**config.mk**
```make
export PLATFORM = sky130hd
export DESIGN_NAME = fault_nest_ctrl
export DESIGN_NICKNAME = d
export VERILOG_FILES = /design/src/rtl/fnc_pkg.sv /design/src/rtl/fnc_seq.sv /design/src/rtl/fnc_mask.sv /design/src/rtl/fnc_restart.sv /design/src/rtl/fault_nest_ctrl.sv
export SDC_FILE = /design/constraint.sdc
export NUM_CORES = 1
export LEC_CHECK = 0
export BUFFER_PORTS_ARGS = -buffer_cell sky130_fd_sc_hd__buf_4
export CAP_MARGIN = 10
export CORE_AREA = 2 2 39 41
export DETAILED_ROUTE_END_ITERATION = 6
export DIE_AREA = 0 0 41 43
export PLACE_DENSITY = 0.76
export SYNTH_ARGS = -nofsm -noshare
export SYNTH_HDL_FRONTEND = slang
export SYNTH_SLANG_ARGS = --single-unit
```
**constraint.sdc**
```tcl
create_clock -name clk -period 3.3 [get_ports clk]
set_input_delay 0.495 -clock clk [delete_from_list [all_inputs] [get_ports clk]]
set_output_delay 0.495 -clock clk [all_outputs]
set_load 0.02 [all_outputs]
```
**src/rtl/fnc_pkg.sv**
```systemverilog
package fnc_pkg;

    // Sequencer state of the fault-in-progress tracker
    typedef enum logic [1:0] {
        ST_IDLE  = 2'd0,
        ST_ARMED = 2'd1,
        ST_HUNG  = 2'd2
    } fnc_state_e;

    // Number of fault-class trap sources that feed the tracker
    localparam int unsigned NUM_TRAPS = 3;

    // Bit positions of the interrupt classes forced off while a fault is open
    localparam int unsigned IRQ_PROC_FAULT_BIT = 0;
    localparam int unsigned IRQ_MEM_FAULT_BIT  = 1;
    localparam int unsigned IRQ_COUNT_BIT      = 2;

    typedef struct packed {
        fnc_state_e st;
        logic       flag;
        logic       hang;
    } seq_regs_t;

endpackage

```
**src/rtl/fnc_seq.sv**
```systemverilog
module fnc_seq
    import fnc_pkg::*;
#(
    parameter int unsigned N_TRAPS = NUM_TRAPS
) (
    input  logic               clk,
    input  logic               rst_n,
    input  logic [N_TRAPS-1:0] trap_vec,
    input  logic               psr_retire,
    input  logic               psr_mode_b10,
    input  logic               psr_mode_b11,
    input  logic               rst_cmd,
    output logic               flag,
    output logic               hang
);

    seq_regs_t r_d, r_q;
    logic      any_fault;
    logic      clr_req;

    assign any_fault = |trap_vec;
    assign clr_req   = psr_retire & ~psr_mode_b10 & psr_mode_b11;

    always_comb begin
        r_d = r_q;
        if (rst_cmd) begin
            r_d.st = ST_IDLE;
        end else begin
            unique case (r_q.st)
                ST_IDLE: begin
                    if (any_fault) r_d.st = ST_ARMED;
                end
                ST_ARMED: begin
                    // a new fault wins over a simultaneous clearing reload
                    if (any_fault)    r_d.st = ST_HUNG;
                    else if (clr_req) r_d.st = ST_IDLE;
                end
                ST_HUNG: begin
                    r_d.st = ST_HUNG;
                end
                default: r_d.st = ST_IDLE;
            endcase
        end
        r_d.flag = (r_d.st != ST_IDLE);
        r_d.hang = (r_d.st == ST_HUNG);
    end

    always_ff @(posedge clk or negedge rst_n) begin
        if (!rst_n) begin
            r_q <= '{st: ST_IDLE, flag: 1'b0, hang: 1'b0};
        end else begin
            r_q <= r_d;
        end
    end

    assign flag = r_q.flag;
    assign hang = r_q.hang;


    flag_set_chk: assert property (@(posedge clk) disable iff (!rst_n)
        (!flag && any_fault && !rst_cmd) |=> (flag && !hang));


    flag_clear_chk: assert property (@(posedge clk) disable iff (!rst_n)
        (flag && !hang && !any_fault && clr_req && !rst_cmd) |=> !flag);


    hang_entry_chk: assert property (@(posedge clk) disable iff (!rst_n)
        (flag && any_fault && !rst_cmd) |=> (hang && flag));


    hang_hold_chk: assert property (@(posedge clk) disable iff (!rst_n)
        (hang && !rst_cmd) |=> hang);


    reset_clears_chk: assert property (@(posedge clk) disable iff (!rst_n)
        rst_cmd |=> (!flag && !hang));

endmodule

```
**src/rtl/fnc_mask.sv**
```systemverilog
module fnc_mask #(
    parameter int unsigned          IRQ_W  = 8,
    parameter logic [IRQ_W-1:0]     FORCED = '0
) (
    input  logic             flag,
    input  logic [IRQ_W-1:0] psw_inh,
    output logic [IRQ_W-1:0] inh
);

    logic [IRQ_W-1:0] forced_now;

    for (genvar i = 0; i < IRQ_W; i++) begin : g_bit
        if (FORCED[i]) begin : g_forced
            assign forced_now[i] = flag;
        end else begin : g_pass
            assign forced_now[i] = 1'b0;
        end
        assign inh[i] = psw_inh[i] | forced_now[i];
    end

endmodule

```
**src/rtl/fnc_restart.sv**
```systemverilog
module fnc_restart #(
    parameter int unsigned       ADDR_W       = 17,
    parameter logic [ADDR_W-1:0] RESTART_ADDR = 'h26
) (
    input  logic              clk,
    input  logic              rst_n,
    input  logic              rst_cmd,
    output logic              strobe,
    output logic [ADDR_W-1:0] addr
);

    typedef struct packed {
        logic              cmd_seen;
        logic              strobe;
        logic [ADDR_W-1:0] addr;
    } rs_regs_t;

    rs_regs_t r_d, r_q;

    always_comb begin
        r_d          = r_q;
        r_d.cmd_seen = rst_cmd;
        r_d.strobe   = rst_cmd & ~r_q.cmd_seen;
        r_d.addr     = r_d.strobe ? RESTART_ADDR : '0;
    end

    always_ff @(posedge clk or negedge rst_n) begin
        if (!rst_n) begin
            r_q <= '0;
        end else begin
            r_q <= r_d;
        end
    end

    assign strobe = r_q.strobe;
    assign addr   = r_q.addr;


    strobe_single_chk: assert property (@(posedge clk) disable iff (!rst_n)
        strobe |=> !strobe);


    strobe_follows_cmd_chk: assert property (@(posedge clk) disable iff (!rst_n)
        strobe |-> $past(rst_cmd));

endmodule

```
**src/rtl/fault_nest_ctrl.sv**
```systemverilog
module fault_nest_ctrl
    import fnc_pkg::*;
#(
    parameter int unsigned IRQ_W        = 8,
    parameter int unsigned ADDR_W       = 17,
    parameter int unsigned RESTART_WORD = 'h26
) (
    input  logic              clk,
    input  logic              rst_n,
    input  logic              trap_hw_err,
    input  logic              trap_insn_exc,
    input  logic              trap_wdog_run,
    input  logic              psr_retire,
    input  logic              psr_mode_b10,
    input  logic              psr_mode_b11,
    input  logic              op_reset_cpu,
    input  logic              op_reset_sys,
    input  logic [IRQ_W-1:0]  psw_inhibit,
    output logic              fault_flag,
    output logic              cpu_hang,
    output logic [IRQ_W-1:0]  irq_inhibit,
    output logic              fault_status_clr,
    output logic              fault_irq_gen_clr,
    output logic              psw_clear,
    output logic              restart_load,
    output logic [ADDR_W-1:0] restart_addr
);

    localparam logic [IRQ_W-1:0] FORCED_MASK =
        IRQ_W'((1 << IRQ_PROC_FAULT_BIT) | (1 << IRQ_MEM_FAULT_BIT) | (1 << IRQ_COUNT_BIT));
    localparam logic [ADDR_W-1:0] RESTART_ADDR = ADDR_W'(RESTART_WORD);

    logic [NUM_TRAPS-1:0] trap_vec;
    logic                 rst_cmd;
    logic                 strobe;

    assign trap_vec = {trap_wdog_run, trap_insn_exc, trap_hw_err};
    assign rst_cmd  = op_reset_cpu | op_reset_sys;

    fnc_seq #(.N_TRAPS(NUM_TRAPS)) seq_i (
        .clk          (clk),
        .rst_n        (rst_n),
        .trap_vec     (trap_vec),
        .psr_retire   (psr_retire),
        .psr_mode_b10 (psr_mode_b10),
        .psr_mode_b11 (psr_mode_b11),
        .rst_cmd      (rst_cmd),
        .flag         (fault_flag),
        .hang         (cpu_hang)
    );

    fnc_mask #(.IRQ_W(IRQ_W), .FORCED(FORCED_MASK)) mask_i (
        .flag    (fault_flag),
        .psw_inh (psw_inhibit),
        .inh     (irq_inhibit)
    );

    fnc_restart #(.ADDR_W(ADDR_W), .RESTART_ADDR(RESTART_ADDR)) restart_i (
        .clk     (clk),
        .rst_n   (rst_n),
        .rst_cmd (rst_cmd),
        .strobe  (strobe),
        .addr    (restart_addr)
    );

    assign fault_status_clr  = strobe;
    assign fault_irq_gen_clr = strobe;
    assign psw_clear         = strobe;
    assign restart_load      = strobe;


    forced_inhibit_chk: assert property (@(posedge clk) disable iff (!rst_n)
        fault_flag |-> ((irq_inhibit & FORCED_MASK) == FORCED_MASK));


    restart_not_hung_chk: assert property (@(posedge clk) disable iff (!rst_n)
        restart_load |-> (!cpu_hang && !fault_flag && restart_addr == RESTART_ADDR));


    hang_implies_flag_chk: assert property (@(posedge clk) disable iff (!rst_n)
        cpu_hang |-> fault_flag);

endmodule

```
==> key figures <==
Clock tree
  • H-Tree Depth: 1
  • Buffers inserted by post-CTS timing repair: 0
  • Hold Buf Count CTS: 0
  • CTS tree: done
  • Clock tree buffer depth: 2
  • Root Buffer: clkbuf_4
  • Sink Count: 6
  • Clock Latency Late Sink: 0.24 ns
  • Worst-path clk slew: 0.04 ns
  • Resized Gates After CTS: 0
  • Num CTS Buffers: 3

Floorplanning
  • Ports: between 40 and 50
  • Core area: 1380 um^2
  • DIE HEIGHT: 43 um
  • Row Count: 14
  • Die Wd: 41 um
  • Total die area: 1760 um^2
  • Initial core utilization: 32.5%

Status
  • Status: finished clean

Global route
  • First-pass GRT wire length: 952 um
  • Vias in the first global route: around 260
  • Pin count of the biggest net entering global routing: 8
  • Overall routing resource usage: 8.10%
  • Grt total ovfl: 0
  • Antenna violations before repair: 0

Worst setup path
  • CP max FO: 4
  • Crit Reg-Reg Startpoint: seq_i.r_q[3]
  • Register-to-Register Path Depth: 2
  • Reg2Reg Setup Slack: roughly 2.2 ns
  • Critical path class: reg2out
  • CP endpoint kind: primary output
  • Worst setup SP type: flip-flop
  • Critical path arrival: 1.08 ns
  • R2r endpoint: seq_i.r_q[2]
  • Endpoint required time on the critical path: 2.80 ns

STA
  • Fmax: about 630 MHz
  • Min cycle time layout: 1.58 ns
  • Final-report hold violation count: 0
  • Period utilization: 47.8%
  • Clock Skews: 0.000646 ns
  • Setup_tns: 0 ns
  • Final setup vio count: 0
  • RSZ-0062 raised after global routing: false
  • Slew Viols, Final: 0

Drt
  • DRC viols: 0
  • Average wire per standard cell: 7.99 um
  • 1st-pass router iterations: 2
  • Vias: around 320
  • Detail Route Antenna Nets: 0
  • DRT Wirelength: 631 um
  • DR vias/cell: 4.03
  • Initial DRC count: 3

Cells and area
  • Share of layout cells above drive strength 1: a little under half
  • Final net count: 83
  • Final Cell Area: 529 um^2
  • N_diodes: 0
  • Area Overhead vs Synth: 17.5%

Place
  • Post-DP Area: roughly 500 um^2
  • Final GP Congestion: 0.631
  • Final HPWL DP: approximately 530 um
  • Input/output buffers: 24

Pwr
  • Worst vdd ir: 0.000180 V
  • Total power: 205 uW
  • PwrDens: 388 nW/um^2
  • Leakage power: 0.000289 uW

Synthesis
  • Synthesized instance count: 49
  • Post-synth cell types: 16
  • Sequential area share after synthesis: 33.3%
  • Post-Syn Area: 450 um^2
  • Yosys top cell area share: 41.7%
  • Yosys warns: 0
  • Post-synth top area cell: buf_4
  • Ranking of synthesized cells by area: buf_4 (42%), dfrtp_1 (33%), or2_2 (4.2%), nand3b_1 (3.3%), a21oi_1 (2.2%)
  • Avg Synthesized Cell Area: between 9 and 10 um^2
  • Yosys reg bits: 6

Min path
  • Worst min path class: in2async

Job
  • MaxCap Viol Count: 0
[layout by cell type (no fill, tap or decap), drive strengths merged]
master / Yosys / final
nand3b: 2 / 2
a21oi: 2 / 2
dfrtp: 6 / 6
or4b: 1 / 1
nand2: 1 / 1
or3: 1 / 1
or2: 4 / 4
nor2: 1 / 1
conb: 1 / 14
nor2b: 1 / 1
nand2b: 1 / 1
buf: 25 / 24
clkbuf: 1 / 3
o41ai: 1 / 1
a221oi: 1 / 1
[synth_stat cells]
cell type / number
a21oi_1: 2
a221oi_1: 1
buf_4: 25
clkbuf_2: 1
conb_1: 1
dfrtp_1: 6
nand2_1: 1
nand2b_1: 1
nand3b_1: 2
nor2_1: 1
nor2b_1: 1
o41ai_1: 1
or2_0: 1
or2_2: 3
or3_1: 1
or4b_1: 1
[where the power goes]
group	switching [uW]	total, uW	internal [uW]
combinational	33.6	57.0	23.4
clock	26.5	67.7	41.1
sequential	3.45	80.8	77.3
[kinds of logic (layout without fill, tap and decap cells)]
family                 Yosys count  after routing  share of synthesized area (%)
other                            1             14                          0.833
flip-flops                       6              6                           33.3
buffers and inverters           26             27                           42.8
AO/OA/AOI/OAI                    4              4                           6.11
AND/OR/NAND/NOR                 12             12                           16.9
[how the worst max path moves through the flow]
stage	start	slack, ns	to
global placement	op_reset_sys	1.73	seq_i.r_q[2]
detailed placement	op_reset_sys	1.71	seq_i.r_q[2]
CTS	seq_i.flag	1.71	irq_inhibit[0]
finish	seq_i.flag	1.72	irq_inhibit[2]
global route	seq_i.flag	1.68	irq_inhibit[0]
floorplan	op_reset_sys	1.85	seq_i.r_q[2]
[layout make-up]
cell class / count / area (um^2)
flip-flops and latches: 6 / 150
repair buffers: 24 / 180
fillers: 140 / 855
well taps: 16 / 20.0
multi-input cells: 30 / 156
clock buffers: 3 / 22.5
[sequential cells by signal, indices dropped and copies added, names as in the netlist]
name            flops
seq_i.r_q           2
restart_i.addr      1
restart_i.r_q       1
seq_i.flag          1
seq_i.hang          1
[worst max-delay path, stage by stage, from the launching register on]
cell     delay [ns]
dfrtp_1        0.39
or2_2          0.29
buf_4          0.16
[through the flow]
stage | setup slack (ns) | util (%) | std cells | hold slack, ns
final | 1.72 | 38.2 | 79 | 0.0468
after global routing | 1.68 | 38.2 | 79 | 0.0471
after CTS | 1.71 | 38.2 | 79 | 0.0408
after detailed placement | 1.71 | 36.6 | 76 | 0.304
after global placement | 1.73 | 36.6 | 76 | 0.306
after floorplan | 1.85 | - | 62 | 0.199
[layer usage]
layer  global-route usage (%)  vias up  wire length, um
met2                     13.4       29              309
met5                        0        -                0
met3                     3.66        0              116
met4                     6.00        0                0
li1                         -      148                -
met1                     6.93      141              205
Power figures use the tool's default switching activity.
